[src/rtl/sfp_pkg.sv]
// Shared widths, types and CRC-8 helpers for the ADC frame serializer.
// Assumes a CRC no wider than the payload and the tag/pad fields fitting
// beside the raw result inside the payload.
package sfp_pkg;
    parameter int RAW_W = 16;
    parameter int AVG_W = 20;
    parameter int TAG_W = 4;
    parameter int CRC_W = 8;
    parameter int PAY_W = AVG_W + TAG_W;
    parameter int FRM_W = PAY_W + CRC_W;
    parameter int PAD_W = PAY_W - RAW_W - TAG_W;
    parameter int TAIL_W = FRM_W - RAW_W - CRC_W;
    parameter int CNT_W = $clog2(FRM_W + 1);
    parameter logic [CRC_W-1:0] CRC_POLY = 8'h07;
    parameter logic [CRC_W-1:0] CRC_INIT = 8'h00;

    typedef enum logic [1:0] {
        APP_NONE     = 2'b00,
        APP_CHAN     = 2'b01,
        APP_STAT     = 2'b10,
        APP_NONE_ALT = 2'b11
    } app_sel_t;

    typedef struct packed {
        logic     crc_on;
        logic     avg;
        app_sel_t app;
    } frame_cfg_t;

    // One MSB-first CRC step for a single data bit.
    function automatic logic [CRC_W-1:0] crc_step(input logic [CRC_W-1:0] c,
                                                  input logic b);
        logic fb;
        fb = c[CRC_W-1] ^ b;
        return {c[CRC_W-2:0], 1'b0} ^ (fb ? CRC_POLY : '0);
    endfunction

    // CRC over a whole payload, MSB first, from the initial value.
    function automatic logic [CRC_W-1:0] crc_block(input logic [PAY_W-1:0] d);
        logic [CRC_W-1:0] c;
        c = CRC_INIT;
        for (int i = PAY_W - 1; i >= 0; i--) begin
            c = crc_step(c, d[i]);
        end
        return c;
    endfunction
endpackage

[src/rtl/sfp_frame_builder.sv]
// Combinational frame assembly: picks the tag, forms the 24-bit payload,
// computes its CRC and places it according to the mode bits.
// Assumes inputs already captured; output is left-aligned in FRM_W bits.
module sfp_frame_builder
    import sfp_pkg::*;
(
    input  logic [AVG_W-1:0] result,
    input  logic [TAG_W-1:0] chan,
    input  logic [TAG_W-1:0] flags,
    input  frame_cfg_t       cfg,
    output logic [FRM_W-1:0] frame
);
    logic [TAG_W-1:0] tag;
    logic [PAY_W-1:0] payload;
    logic [CRC_W-1:0] crc;
    logic             crc_mid;

    // Tag selection from the select code.
    always_comb begin
        unique case (cfg.app)
            APP_CHAN: tag = chan;
            APP_STAT: tag = flags;
            default:  tag = '0;
        endcase
    end

    // Payload shape depends on raw or averaged result width.
    always_comb begin
        if (cfg.avg) payload = {result, tag};
        else         payload = {result[RAW_W-1:0], tag, {PAD_W{1'b0}}};
    end

    assign crc     = crc_block(payload);
    assign crc_mid = !cfg.avg && (cfg.app == APP_NONE || cfg.app == APP_NONE_ALT);

    // Final placement of the checksum byte.
    always_comb begin
        if (!cfg.crc_on)  frame = {payload, {CRC_W{1'b0}}};
        else if (crc_mid) frame = {result[RAW_W-1:0], crc, {TAIL_W{1'b0}}};
        else              frame = {payload, crc};
    end
endmodule

[src/rtl/sfp_bit_ctrl.sv]
// Chip-select and SCLK edge detection plus bit counter and mode latch.
// Assumes SPI pins are already synchronous to clk and SCLK idles low.
module sfp_bit_ctrl
    import sfp_pkg::*;
(
    input  logic             clk,
    input  logic             rst_n,
    input  logic             cs_n,
    input  logic             sclk,
    input  frame_cfg_t       cfg_in,
    output frame_cfg_t       cfg_q,
    output logic             start,
    output logic             active,
    output logic             take,
    output logic             last,
    output logic             shift,
    output logic [CNT_W-1:0] bit_idx
);
    logic             cs_q;
    logic             sclk_q;
    logic [CNT_W-1:0] frame_len;
    logic             in_frame;

    assign start     = cs_q && !cs_n;
    assign frame_len = cfg_q.crc_on ? CNT_W'(FRM_W) : CNT_W'(PAY_W);
    assign in_frame  = active && !cs_n && (bit_idx < frame_len);
    assign take      = in_frame && sclk && !sclk_q;
    assign shift     = in_frame && !sclk && sclk_q;
    assign last      = take && (bit_idx == frame_len - 1'b1);

    // Previous-value registers for edge detection.
    always_ff @(posedge clk) begin
        if (!rst_n) begin
            cs_q   <= 1'b1;
            sclk_q <= 1'b0;
        end else begin
            cs_q   <= cs_n;
            sclk_q <= sclk;
        end
    end

    // Frame activity, bit count and mode capture.
    always_ff @(posedge clk) begin
        if (!rst_n) begin
            active  <= 1'b0;
            bit_idx <= '0;
            cfg_q   <= '0;
        end else if (start) begin
            active  <= 1'b1;
            bit_idx <= '0;
            cfg_q   <= cfg_in;
        end else if (cs_n) begin
            active  <= 1'b0;
        end else if (take) begin
            bit_idx <= bit_idx + 1'b1;
        end
    end
endmodule

[src/rtl/sfp_tx_shifter.sv]
// Output shift register: loads the assembled frame at frame start and
// shifts left on each SCLK falling edge inside the frame.
// Assumes MSB is presented on miso from load until the first falling edge.
module sfp_tx_shifter
    import sfp_pkg::*;
(
    input  logic             clk,
    input  logic             rst_n,
    input  logic             start,
    input  logic             shift,
    input  logic             active,
    input  logic [FRM_W-1:0] frame,
    output logic             miso
);
    logic [FRM_W-1:0] sr;

    // Load on start, shift on falling SCLK.
    always_ff @(posedge clk) begin
        if (!rst_n)     sr <= '0;
        else if (start) sr <= frame;
        else if (shift) sr <= {sr[FRM_W-2:0], 1'b0};
    end

    assign miso = active && sr[FRM_W-1];
endmodule

[src/rtl/sfp_rx_checker.sv]
// Host frame receiver: collects payload and trailing CRC byte, runs the
// CRC bit-serially over the payload and judges the frame at its last bit.
// Assumes take/last come from the bit controller with a latched mode.
module sfp_rx_checker
    import sfp_pkg::*;
(
    input  logic             clk,
    input  logic             rst_n,
    input  logic             start,
    input  logic             take,
    input  logic             last,
    input  logic [CNT_W-1:0] bit_idx,
    input  logic             mosi,
    input  logic             crc_chk,
    input  logic             err_clr,
    output logic [PAY_W-1:0] rx_payload,
    output logic             frame_done,
    output logic             frame_ok,
    output logic             crc_err,
    output logic             err_flag
);
    logic [PAY_W-1:0] pay_sr;
    logic [PAY_W-1:0] pay_nx;
    logic [CRC_W-1:0] crc_run;
    logic [CRC_W-1:0] got_crc;
    logic [CRC_W-1:0] got_nx;
    logic             in_pay;
    logic             mismatch;

    assign in_pay   = bit_idx < CNT_W'(PAY_W);
    assign pay_nx   = {pay_sr[PAY_W-2:0], mosi};
    assign got_nx   = {got_crc[CRC_W-2:0], mosi};
    assign mismatch = crc_chk && last && (got_nx != crc_run);

    // Payload, running CRC and received CRC collection.
    always_ff @(posedge clk) begin
        if (!rst_n || start) begin
            pay_sr  <= '0;
            crc_run <= CRC_INIT;
            got_crc <= '0;
        end else if (take) begin
            if (in_pay) begin
                pay_sr  <= pay_nx;
                crc_run <= crc_step(crc_run, mosi);
            end else begin
                got_crc <= got_nx;
            end
        end
    end

    // Completion pulses, verdict and presented payload.
    always_ff @(posedge clk) begin
        if (!rst_n) begin
            frame_done <= 1'b0;
            crc_err    <= 1'b0;
            frame_ok   <= 1'b0;
            rx_payload <= '0;
        end else begin
            frame_done <= last;
            crc_err    <= mismatch;
            if (start) begin
                frame_ok <= 1'b0;
            end else if (last) begin
                frame_ok   <= !mismatch;
                rx_payload <= crc_chk ? pay_sr : pay_nx;
            end
        end
    end

    // Sticky error flag; a new mismatch outranks a clear.
    always_ff @(posedge clk) begin
        if (!rst_n)        err_flag <= 1'b0;
        else if (mismatch) err_flag <= 1'b1;
        else if (err_clr)  err_flag <= 1'b0;
    end
endmodule

[src/rtl/adc_frame_link.sv]
// Top level: SPI result serializer with optional CRC-8 in both directions.
// Assumes all SPI pins are synchronous to clk and SCLK edges are spaced
// at least two clk cycles apart.
module adc_frame_link
    import sfp_pkg::*;
(
    input  logic             clk,
    input  logic             rst_n,
    input  logic             cs_n,
    input  logic             sclk,
    input  logic             mosi,
    output logic             miso,
    input  logic [AVG_W-1:0] conv_result,
    input  logic [TAG_W-1:0] chan_id,
    input  logic [TAG_W-1:0] stat_flags,
    input  logic             crc_en,
    input  logic             avg_on,
    input  logic [1:0]       append_sel,
    input  logic             err_clr,
    output logic [PAY_W-1:0] rx_payload,
    output logic             frame_done,
    output logic             frame_ok,
    output logic             crc_err,
    output logic             err_flag
);
    frame_cfg_t       cfg_live;
    frame_cfg_t       cfg_q;
    logic             start;
    logic             active;
    logic             take;
    logic             last;
    logic             shift;
    logic [CNT_W-1:0] bit_idx;
    logic [FRM_W-1:0] frame;

    assign cfg_live = '{crc_on: crc_en, avg: avg_on, app: app_sel_t'(append_sel)};

    sfp_bit_ctrl u_ctrl (
        .clk     (clk),
        .rst_n   (rst_n),
        .cs_n    (cs_n),
        .sclk    (sclk),
        .cfg_in  (cfg_live),
        .cfg_q   (cfg_q),
        .start   (start),
        .active  (active),
        .take    (take),
        .last    (last),
        .shift   (shift),
        .bit_idx (bit_idx)
    );

    sfp_frame_builder u_build (
        .result (conv_result),
        .chan   (chan_id),
        .flags  (stat_flags),
        .cfg    (cfg_live),
        .frame  (frame)
    );

    sfp_tx_shifter u_tx (
        .clk    (clk),
        .rst_n  (rst_n),
        .start  (start),
        .shift  (shift),
        .active (active),
        .frame  (frame),
        .miso   (miso)
    );

    sfp_rx_checker u_rx (
        .clk        (clk),
        .rst_n      (rst_n),
        .start      (start),
        .take       (take),
        .last       (last),
        .bit_idx    (bit_idx),
        .mosi       (mosi),
        .crc_chk    (cfg_q.crc_on),
        .err_clr    (err_clr),
        .rx_payload (rx_payload),
        .frame_done (frame_done),
        .frame_ok   (frame_ok),
        .crc_err    (crc_err),
        .err_flag   (err_flag)
    );
endmodule

[config.mk]
export PLATFORM = sky130hd
export DESIGN_NAME = adc_frame_link
export DESIGN_NICKNAME = d
export VERILOG_FILES = /design/src/rtl/sfp_pkg.sv /design/src/rtl/sfp_frame_builder.sv /design/src/rtl/sfp_bit_ctrl.sv /design/src/rtl/sfp_tx_shifter.sv /design/src/rtl/sfp_rx_checker.sv /design/src/rtl/adc_frame_link.sv
export SDC_FILE = /design/constraint.sdc
export NUM_CORES = 1
export LEC_CHECK = 0
export BUFFER_PORTS_ARGS = -buffer_cell sky130_fd_sc_hd__buf_2
export CAP_MARGIN = 15
export CELL_PAD_IN_SITES_DETAIL_PLACEMENT = 0
export CELL_PAD_IN_SITES_GLOBAL_PLACEMENT = 1
export CORE_MARGIN = 2
export CORE_UTILIZATION = 45
export DETAILED_ROUTE_END_ITERATION = 8
export PLACE_DENSITY_LB_ADDON = 0.1
export SLEW_MARGIN = 5
export SYNTH_ARGS = -nofsm -noshare
export SYNTH_HDL_FRONTEND = slang
export SYNTH_SLANG_ARGS = --single-unit
[constraint.sdc]
create_clock -name clk -period 7.3 [get_ports clk]
set_input_delay 1.46 -clock clk [delete_from_list [all_inputs] [get_ports clk]]
set_output_delay 1.46 -clock clk [all_outputs]
set_load 0.05 [all_outputs]
==> qor.yml, run 1 <==
synth_ff_type: "dfxtp_1"
ys_seq_elements: 109
ys_top_cells_by_area: "dfxtp_1 38%, mux2i_1 12%, xnor2_1 8.1%"
synth_cell_types: 44
rr_worst_depth: 9
yosys.cell_count.top_type: "dfxtp_1"
drive_gt1_frac: 0.147
required_ns: 7.53
end_kind: "flip-flop"
io-pin-count: 67
drt_pre_antenna_iters: 4
antenna_left: 0
root_buffer: "clkbuf_16"
whs_endpoint: "u_rx.pay_sr[23]$_SDFFE_PP0P_"
synth_top_area_cell: "dfxtp_1"
gp_congestion: 0.818
drt-initial-drc-count: 189
tightestPinTransition_ns: 1.10
dpl-instance-area_um2: 6140
startpoint_type: "input pin"
viasPerCell: 5.15
syn_to_final_growth_pct: 11.9
r2r_slack_ns: 3.99
hold_depth: 2
crit_path_top_delay_cell: "buf_2"
fp.dieH_um: 117
rsz0062_at_grt: "no"
clk_latency_ns: 0.35
grt_max_degree: 55
critPathTopFamily: "XOR/XNOR gates"
gr-total-overflow: 0
tns_ns: 0
relSlewSlack: 0.267
syn_inst: 637
antenna_found_initial: 0
fp.dieW_um: 117
cts-htree-levels: 3
fin_skew_ns: 0.00882
clkTransAtPathRegs_ns: 0.08
drt-total-wl_mm: 12.7
drv_slew: 0
syn_area_um2: 5750
max_freq_ghz: 0.244
postCtsSetupBuffers: 0
synth_edf_count: 0
post-route-cell-area_um2: 6440
nets: 714
total_power_mw: 1.47
status: "finished, final reports clean"
grt_pass1_vias: 4064
hold_start: "u_rx.pay_sr[23]$_SDFFE_PP0P_"
setup_violations: 0
cts_sinks: 109
rr_endpoint: "u_rx.rx_payload[8]$_SDFFE_PN0P_"
regToRegStartpoint: "u_ctrl.bit_idx[4]$_SDFFE_PP0P_"
peakVddDrop_mv: 0.132
io_buffers: 66
path_cells: "buf_2 > mux2i_1 > xnor3_1 > xnor3_2 > xnor2_4 > xor2_2 > xor2_1 > nor2_1 > o31a_1"
rows: 41
cts_tree: "yes"
fp.dieArea_um2: 13700
start_util: 0.458
post_cts_resized: 0
hold_class: "flip-flop to flip-flop"
cp_num_buf_inv: 1
path_depth: 9
finalHoldViolations: 0
min_period_ns: 4.10
synth_common_cells: "109 x dfxtp_1, 76 x nand2_1, 70 x mux2i_1, 66 x nor2_1, 55 x a211oi_1"
wl_per_cell_um: 15.0
cts_buffers: 9
dp_hpwl_mm: 8.70
maxCapViolations: 0
route.detailed.drc: 0
critPathMaxFanout: 54
critPathArrivalTime_ns: 4.33
synth_area_per_cell_um2: 9.03
clock_path_buffers: 2
powerDensity_nw_per_um2: 229
dr_total_vias: 4361
grt_pass1_wl_mm: 20.5
yosys_warnings: 0
critPathKind: "input pin to flip-flop"
synth_fp_nets: 681
core_um2: 12600
n_fill_cell: 1221
seq_area_frac_synth: 0.379
fin_crit_sh: 0.562
async_reset_ff_frac: 0
p_leak_nw: 2.58
n_antenna_cell: 0
hold_buffers: 0
netlist.area_leader.share: 0.379
track_usage: 0.193
max_stage_delay_ns: 0.76
[cells in the final DEF (no fill, tap or decap), types with 2 or more instances in the layout]
cell type,instances
nand2_1,76
a22oi_1,3
a22o_1,2
o211a_1,2
nor2_1,65
nand3_1,3
clkbuf_16,9
o31a_1,4
nor2b_1,17
o22ai_1,3
buf_2,66
o31ai_1,2
o21ai_0,9
nand2b_1,5
xor2_1,16
buf_4,4
inv_1,5
mux2i_1,70
nor3_1,5
a211oi_1,55
dfxtp_1,109
xnor3_1,9
a21oi_1,41
xnor2_1,53
and3_1,2
ha_1,6
mux2_2,6
nand4_1,5
and2_1,2
[power by group]
group | switching [mW] | internal, mW
clock network | 0.226 | 0.268
registers | 0.0116 | 0.613
logic | 0.188 | 0.165
total | 0.425 | 1.05
[worst reg2reg max path: stages, from the launching register on]
cell and delay [ns]:
dfxtp_1 0.42, ha_1 0.26, nor2b_1 0.12, o21ai_0 0.14
nand3_1 0.12, nor3b_2 0.52, nand4_1 0.40, nor2_4 0.88
nor2_1 0.11, a211oi_1 0.25
[metrics by stage]
stage,cells,hold WS [ns],setup WS (ns),util
after floorplan,637,0.432,3.59,-
after global placement,831,0.442,2.94,0.489
after detailed placement,831,0.450,2.90,0.489
after CTS,846,0.460,3.25,0.512
after global routing,846,0.493,2.99,0.512
final,846,0.457,3.20,0.512
[flip-flops by register name (all words and copies together), names as in the netlist]
register,flops
u_rx.crc_run,8
u_ctrl.cs_q,1
u_ctrl.sclk_q,1
u_rx.frame_done,1
u_rx.got_crc,7
u_ctrl.bit_idx,6
u_ctrl.active,1
u_rx.frame_ok,1
u_rx.crc_err,1
u_tx.sr,32
u_rx.rx_payload,24
u_rx.err_flag,1
u_rx.pay_sr,24
u_ctrl.cfg_q,1
[cells by family (layout without fill, tap and decap cells)]
family,count (synthesis),after routing,synth area share
buf+inv,54,91,0.0376
xor+xnor,81,81,0.152
flops,109,109,0.379
compound gates,125,125,0.144
fa+ha+maj,6,6,0.0131
mux,76,76,0.134
simple gates,186,186,0.141
[how the worst max path moves through the flow]
| stage | from | to |
|---|---|---|
| floorplan | append_sel[0] | u_tx.sr[10]$_SDFFE_PN0P_ |
| global placement | avg_on | u_tx.sr[10]$_SDFFE_PN0P_ |
| detailed placement | avg_on | u_tx.sr[10]$_SDFFE_PN0P_ |
| CTS | avg_on | u_tx.sr[10]$_SDFFE_PN0P_ |
| global route | avg_on | u_tx.sr[10]$_SDFFE_PN0P_ |
| finish | avg_on | u_tx.sr[10]$_SDFFE_PN0P_ |
[cell type report]
class / instances / area [um^2] / area share
Tap cell: 172 / 215 / 0.0334
Timing Repair Buffer: 70 / 360 / 0.0560
Multi-Input combinational cell: 474 / 3360 / 0.522
Clock inverter: 6 / 71.3 / 0.0111
Clock buffer: 9 / 225 / 0.0350
Sequential cell: 109 / 2180 / 0.339
Inverter: 6 / 22.5 / 0.00350
[layer usage]
layer  vias to the layer above  GRT usage  share of wire
met5                         -          0              0
met4                         0     0.0612         0.0077
met3                         6     0.0330          0.023
met2                        46      0.313           0.46
met1                      2037      0.263           0.51
li1                       2272          -              -
Note: power is estimated with default switching activity, not from simulation.
==> run 2, diff against run 1 <==
==> constraint.sdc (replaced) <==
create_clock -name clk -period 4.2 [get_ports clk]
set_input_delay 0.84 -clock clk [delete_from_list [all_inputs] [get_ports clk]]
set_output_delay 0.84 -clock clk [all_outputs]
set_load 0.05 [all_outputs]
==> qor.yml, run 2 (synthesis gave the netlist of run 1 again) <==
fp.dieW_um: 117  # unchanged
switching_power_mw: 0.722  # +70%
io-pin-count: 67  # unchanged
cpMostUsedCell: "xnor3_1"
netSwitchingFraction: 0.281  # -0.00801
pwr-share-clk: 0.337  # about the same
fin_skew_ns: 0.00580  # -0.00302 ns
cp_num_buf_inv: 2  # +1
route.detailed.drc: 0  # unchanged
cts-htree-levels: 3  # unchanged
drt-total-wl_mm: 12.8  # +1.2%
tns_ns: 0  # unchanged
critPathMaxFanout: 9  # -83%
dp_hpwl_mm: 9.10  # +4.5%
status: "finished, final reports clean"
drive_gt1_frac: 0.149  # +0.00230
critPathArrivalTime_ns: 3.28  # -1.05 ns
fp.dieH_um: 117  # unchanged
peakVddDrop_mv: 0.203  # +55%
grt_pass1_wl_mm: 20.9  # +2.3%
p_leak_nw: 2.60  # +0.79%
rsz0062_at_grt: "no"
largest_register_ffs: 32  # unchanged
n_fill_cell: 1240  # +1.6%
min_period_ns: 3.09
fin_crit_sh: 0.736
final_cells: 849  # +0.35%
powerDensity_nw_per_um2: 398  # +74%
syn_to_final_growth_pct: 12.4
tightestPinTransition_ns: 1.12  # +0.0263 ns
track_usage: 0.198  # +0.00556
path_cells: "buf_2 > inv_1 > ha_1 > nand2b_1 > nor2_1 > xnor3_1 > mux2i_1 > xnor3_1 > xnor2_1 > a311oi_1 > a211oi_1"
total_power_mw: 2.57  # +75%
grt_pass1_vias: 4063  # -0.025%
power_frac_comb: 0.240  # about the same
hold_class: "flip-flop to flip-flop"
startpoint_type: "input pin"
clk_latency_ns: 0.35  # about the same
antenna_found_initial: 0  # unchanged
nets: 717  # +0.42%
start_util: 0.458  # unchanged
crit_path_top_delay_cell: "xnor3_1"
gr-total-overflow: 0  # unchanged
critPathKind: "input pin to flip-flop"
drt_pre_antenna_iters: 5  # +1
grt-busiest-layer: "met2"
cts_buffers: 9  # unchanged
io_buffers: 66  # unchanged
maxCapViolations: 0  # unchanged
required_ns: 4.39  # -3.14 ns
mostFrequentLayoutCells: "109 x dfxtp_1, 76 x nand2_1, 70 x mux2i_1"
wl_per_cell_um: 15.1  # +0.83%
critPathTopFamily: "XOR/XNOR gates"
postCtsSetupBuffers: 0  # unchanged
post-route-cell-area_um2: 6460  # +0.41%
drt-initial-drc-count: 209  # +11%
hold_buffers: 0  # unchanged
cts_tree: "yes"
dr_total_vias: 4395  # +0.78%
end_kind: "flip-flop"
root_buffer: "clkbuf_16"
final_common_cell: "dfxtp_1"
gp_congestion: 0.874  # +6.9%
clock_path_buffers: 2  # unchanged
top_regs: "u_tx.sr x32, u_rx.pay_sr x24, u_rx.rx_payload x24"
post_cts_resized: 0  # unchanged
dpl-instance-area_um2: 6160  # +0.37%
drv_slew: 0  # unchanged
cts_sinks: 109  # unchanged
antenna_left: 0  # unchanged
dpl.cell_count: 834  # +0.36%
max_stage_delay_ns: 0.40  # -0.36 ns
setup_violations: 0  # unchanged
r2r_slack_ns: 1.28  # -2.71 ns
grt_use_met3: 0.0448  # +0.0118
rows: 41  # unchanged
max_freq_ghz: 0.324
n_antenna_cell: 0  # unchanged
met2_usage: 0.312  # -0.000771
clkTransAtPathRegs_ns: 0.07  # about the same
seqPwrFrac: 0.423  # -0.002
worst_slack_ns: 1.11  # -2.09 ns
finalHoldViolations: 0  # unchanged
top_register: "u_tx.sr"
place_ws_ns: 0.743  # -2.15 ns
relSlewSlack: 0.249  # -0.0175
viasPerCell: 5.18  # +0.42%
intPower_mw: 1.85  # +77%
grt_max_degree: 54  # -1.8%
core_um2: 12600  # unchanged
use_met1: 0.273  # +0.0105
fp.dieArea_um2: 13700  # unchanged
-- run 2: cell count changes in the layout (fill, tap and decap cells not counted) --
| cell | previous run | this run |
|---|---|---|
| buf_4 | 4 | 7 |
| clkbuf_8 | 0 | 2 |
| clkbuf_1 | 0 | 1 |
| clkinv_4 | 1 | 0 |
| clkinvlp_4 | 1 | 0 |
| inv_8 | 1 | 0 |
-- run 2: final cells by class --
type	instances	area, um^2	share of cell area
multi-input combinational	474	3360	0.520
sequential	109	2180	0.338
timing repair buffer	73	383	0.0592
clock buffer	12	256	0.0397
tap	172	215	0.0333
clock inverter	3	43.8	0.00678
inverter	6	22.5	0.00348
-- run 2: worst register-to-register path, delay by kind of cell, from the launching register on --
| kind | cells | cell delay (ns) |
|---|---|---|
| and+or+nand+nor | 6 | 1.41 |
| DFF | 1 | 0.41 |
| adders and majority gates | 1 | 0.25 |
| AOI/OAI and AO/OA | 2 | 0.35 |
| buffers and inverters | 1 | 0.41 |
-- run 2: worst paths after layout --
check | from | to | cells past startpoint
min | u_rx.pay_sr[23]$_SDFFE_PP0P_ | u_rx.pay_sr[23]$_SDFFE_PP0P_ | 2
max reg2reg | u_ctrl.bit_idx[4]$_SDFFE_PP0P_ | u_rx.rx_payload[7]$_SDFFE_PN0P_ | 10
min reg2reg | u_rx.pay_sr[23]$_SDFFE_PP0P_ | u_rx.pay_sr[23]$_SDFFE_PP0P_ | 2
max | append_sel[0] | u_tx.sr[12]$_SDFFE_PN0P_ | 11
-- run 2: metrics by stage --
step | hold slack, ns | utilization
3_3_place_gp | 0.442 | 0.490
4_1_cts | 0.456 | 0.514
3_5_place_dp | 0.446 | 0.490
5_1_grt | 0.469 | 0.514
2_1_floorplan | 0.432 | -
6_report | 0.456 | 0.514
-- run 2: per-layer routing --
| layer | up-vias | wire, um |
|---|---|---|
| met4 | 0 | 190 |
| met2 | 70 | 5960 |
| li1 | 2282 | - |
| met5 | - | 0 |
| met3 | 15 | 548 |
| met1 | 2028 | 6110 |
-- run 2: power groups by stage --
stage	clock (mW)	combinational, mW	sequential [mW]
final	0.866	0.618	1.09
after global routing	0.935	0.678	1.09
after CTS	0.892	0.619	1.09
after detailed placement	0	0.614	1.11
after global placement	0	0.601	1.11
after floorplan	0	0.496	1.10
==> run 3, diff against run 2 <==
==> constraint.sdc (replaced) <==
create_clock -name clk -period 2.9 [get_ports clk]
set_input_delay 0.58 -clock clk [delete_from_list [all_inputs] [get_ports clk]]
set_output_delay 0.58 -clock clk [all_outputs]
set_load 0.05 [all_outputs]
==> qor.yml, run 3 (synthesis gave the netlist of run 1 again) <==
root_buffer: "clkbuf_16"
seqCellArea_um2: 2180  # unchanged
critPathTopFamily: "XOR/XNOR gates"
clock_path_buffers: 2  # unchanged
io_buffers: 66  # unchanged
fp.dieArea_um2: 13700  # unchanged
hold_buffers: 0  # unchanged
antenna_found_initial: 0  # unchanged
track_usage: 0.193  # -0.00504
grt_pass1_wl_mm: 20.8  # -0.56%
cts_sinks: 109  # unchanged
tightestPinTransition_ns: 0.576  # -0.547 ns
grt_max_degree: 49  # -9.3%
top_regs: "u_tx.sr x32, u_rx.pay_sr x24, u_rx.rx_payload x24"
drt-initial-drc-count: 217  # +3.8%
drive_gt1_frac: 0.182  # +0.0324
final_common_cell: "dfxtp_1"
rr_endpoint: "u_tx.sr[20]$_SDFFE_PN0P_"
dpl-instance-area_um2: 6400  # +3.8%
final_core_util: 0.536  # +0.0218
p_leak_nw: 2.76  # +6.0%
dr_total_vias: 4463  # +1.5%
relSlewSlack: 0.615  # +0.366
io-pin-count: 67  # unchanged
drt_pre_antenna_iters: 4  # -1
whs_endpoint: "u_tx.sr[0]$_SDFFE_PN0P_"
holdWs_ns: 0.461  # +0.00436 ns
start_util: 0.458  # unchanged
required_ns: 3.14  # -1.25 ns
critPathLaunch: "append_sel[0]"
clkTransAtPathRegs_ns: 0.07  # about the same
critPathKind: "input pin to flip-flop"
n_fill_cell: 1199  # -3.3%
tns_ns: 0  # unchanged
crit_path_top_delay_cell: "xnor3_2"
path_cells: "buf_2 > inv_1 > ha_1 > o31ai_1 > xnor3_2 > xnor2_4 > xor2_2 > xor2_1 > nor2_1 > o31a_1"
route.detailed.drc: 0  # unchanged
cp_num_buf_inv: 2  # unchanged
syn_to_final_growth_pct: 17.1
core_um2: 12600  # unchanged
rr_worst_depth: 9  # -1
viasPerCell: 5.09  # -1.7%
hold_start: "u_tx.sr[0]$_SDFFE_PN0P_"
finalHoldViolations: 0  # unchanged
mostFrequentLayoutCells: "109 x dfxtp_1, 76 x nand2_1, 70 x mux2i_1"
min_period_ns: 2.65
fp.dieW_um: 117  # unchanged
fin_skew_ns: 0.00662  # +0.000821 ns
cts-htree-levels: 3  # unchanged
post-route-cell-area_um2: 6740  # +4.2%
peakVddDrop_mv: 0.543  # +170%
drt-total-wl_mm: 12.5  # -2.7%
gr-total-overflow: 0  # unchanged
gp_congestion: 0.850  # -2.8%
max_freq_ghz: 0.377
drv_slew: 0  # unchanged
multi_input_area_um2: 3370  # +0.19%
antenna_left: 0  # unchanged
n_antenna_cell: 0  # unchanged
maxCapViolations: 0  # unchanged
r2r_slack_ns: 0.41  # -0.87 ns
cts_tree: "yes"
fp.dieH_um: 117  # unchanged
top_register: "u_tx.sr"
largest_register_ffs: 32  # unchanged
postCtsSetupBuffers: 0  # unchanged
grt_pass1_vias: 4149  # +2.1%
rows: 41  # unchanged
critPathArrivalTime_ns: 2.90  # -0.38 ns
cts_buffers: 9  # unchanged
clk_latency_ns: 0.35  # about the same
powerDensity_nw_per_um2: 594  # +49%
hold_depth: 2  # unchanged
status: "finished, final reports clean"
rsz0062_at_grt: "no"
wl_per_cell_um: 14.2  # -5.8%
nets: 744  # +3.8%
fin_crit_sh: 0.915
post_cts_resized: 0  # unchanged
end_kind: "flip-flop"
dp_hpwl_mm: 8.91  # -2.0%
hold_class: "flip-flop to flip-flop"
critPathMaxFanout: 4  # -5
max_stage_delay_ns: 0.56  # +0.16 ns
setup_violations: 0  # unchanged
regToRegStartpoint: "u_ctrl.bit_idx[4]$_SDFFE_PP0P_"
startpoint_type: "input pin"
-- run 3: worst max path at each step --
stage | slack [ns] | endpoint | depth (start not counted)
global placement | -0.05 | u_tx.sr[10]$_SDFFE_PN0P_ | 10
finish | 0.25 | u_tx.sr[10]$_SDFFE_PN0P_ | 10
global route | 0.04 | u_tx.sr[10]$_SDFFE_PN0P_ | 10
detailed placement | -0.11 | u_tx.sr[10]$_SDFFE_PN0P_ | 10
floorplan | 0.04 | u_tx.sr[1]$_SDFFE_PN0P_ | 13
CTS | 0.25 | u_tx.sr[10]$_SDFFE_PN0P_ | 10
-- run 3: metrics by stage --
step / power (mW) / std cells / setup WS [ns]
floorplan: 2.32 / 637 / 0.0400
global placement: 2.63 / 861 / -0.0471
detailed placement: 2.64 / 861 / -0.109
CTS: 4.04 / 877 / 0.248
global route: 4.19 / 877 / 0.0429
finish: 4.00 / 877 / 0.245
-- run 3: where the power goes --
group	internal, mW	total [mW]	switching [mW]
combinational	0.535	1.04	0.501
clock	0.849	1.39	0.541
sequential	1.54	1.57	0.0284
-- run 3: worst register-to-register path, stage by stage, from the launching register on --
cell and delay (ns):
dfxtp_1 0.41, ha_1 0.25, nor2b_1 0.12, o21ai_0 0.14, nand3_1 0.16, or3b_2 0.49
buf_4 0.29, mux2_2 0.31, nor2_1 0.03, a211oi_1 0.20
-- run 3: final cells by class --
type / count / area share
clock buffer: 11 / 0.0345
clock inverter: 5 / 0.0160
inverter: 6 / 0.00334
multi-input combinational: 474 / 0.500
sequential: 109 / 0.324
tap: 172 / 0.0319
timing repair buffer: 100 / 0.0906
-- run 3: per-layer routing --
metal	share of wire	up-vias	GRT usage	routed length [um]
met3	0.029	11	0.0360	365
met5	0	-	0	0
met4	0.0091	0	0.0471	114
met1	0.51	2058	0.274	6360
met2	0.45	52	0.306	5640
li1	-	2342	-	-
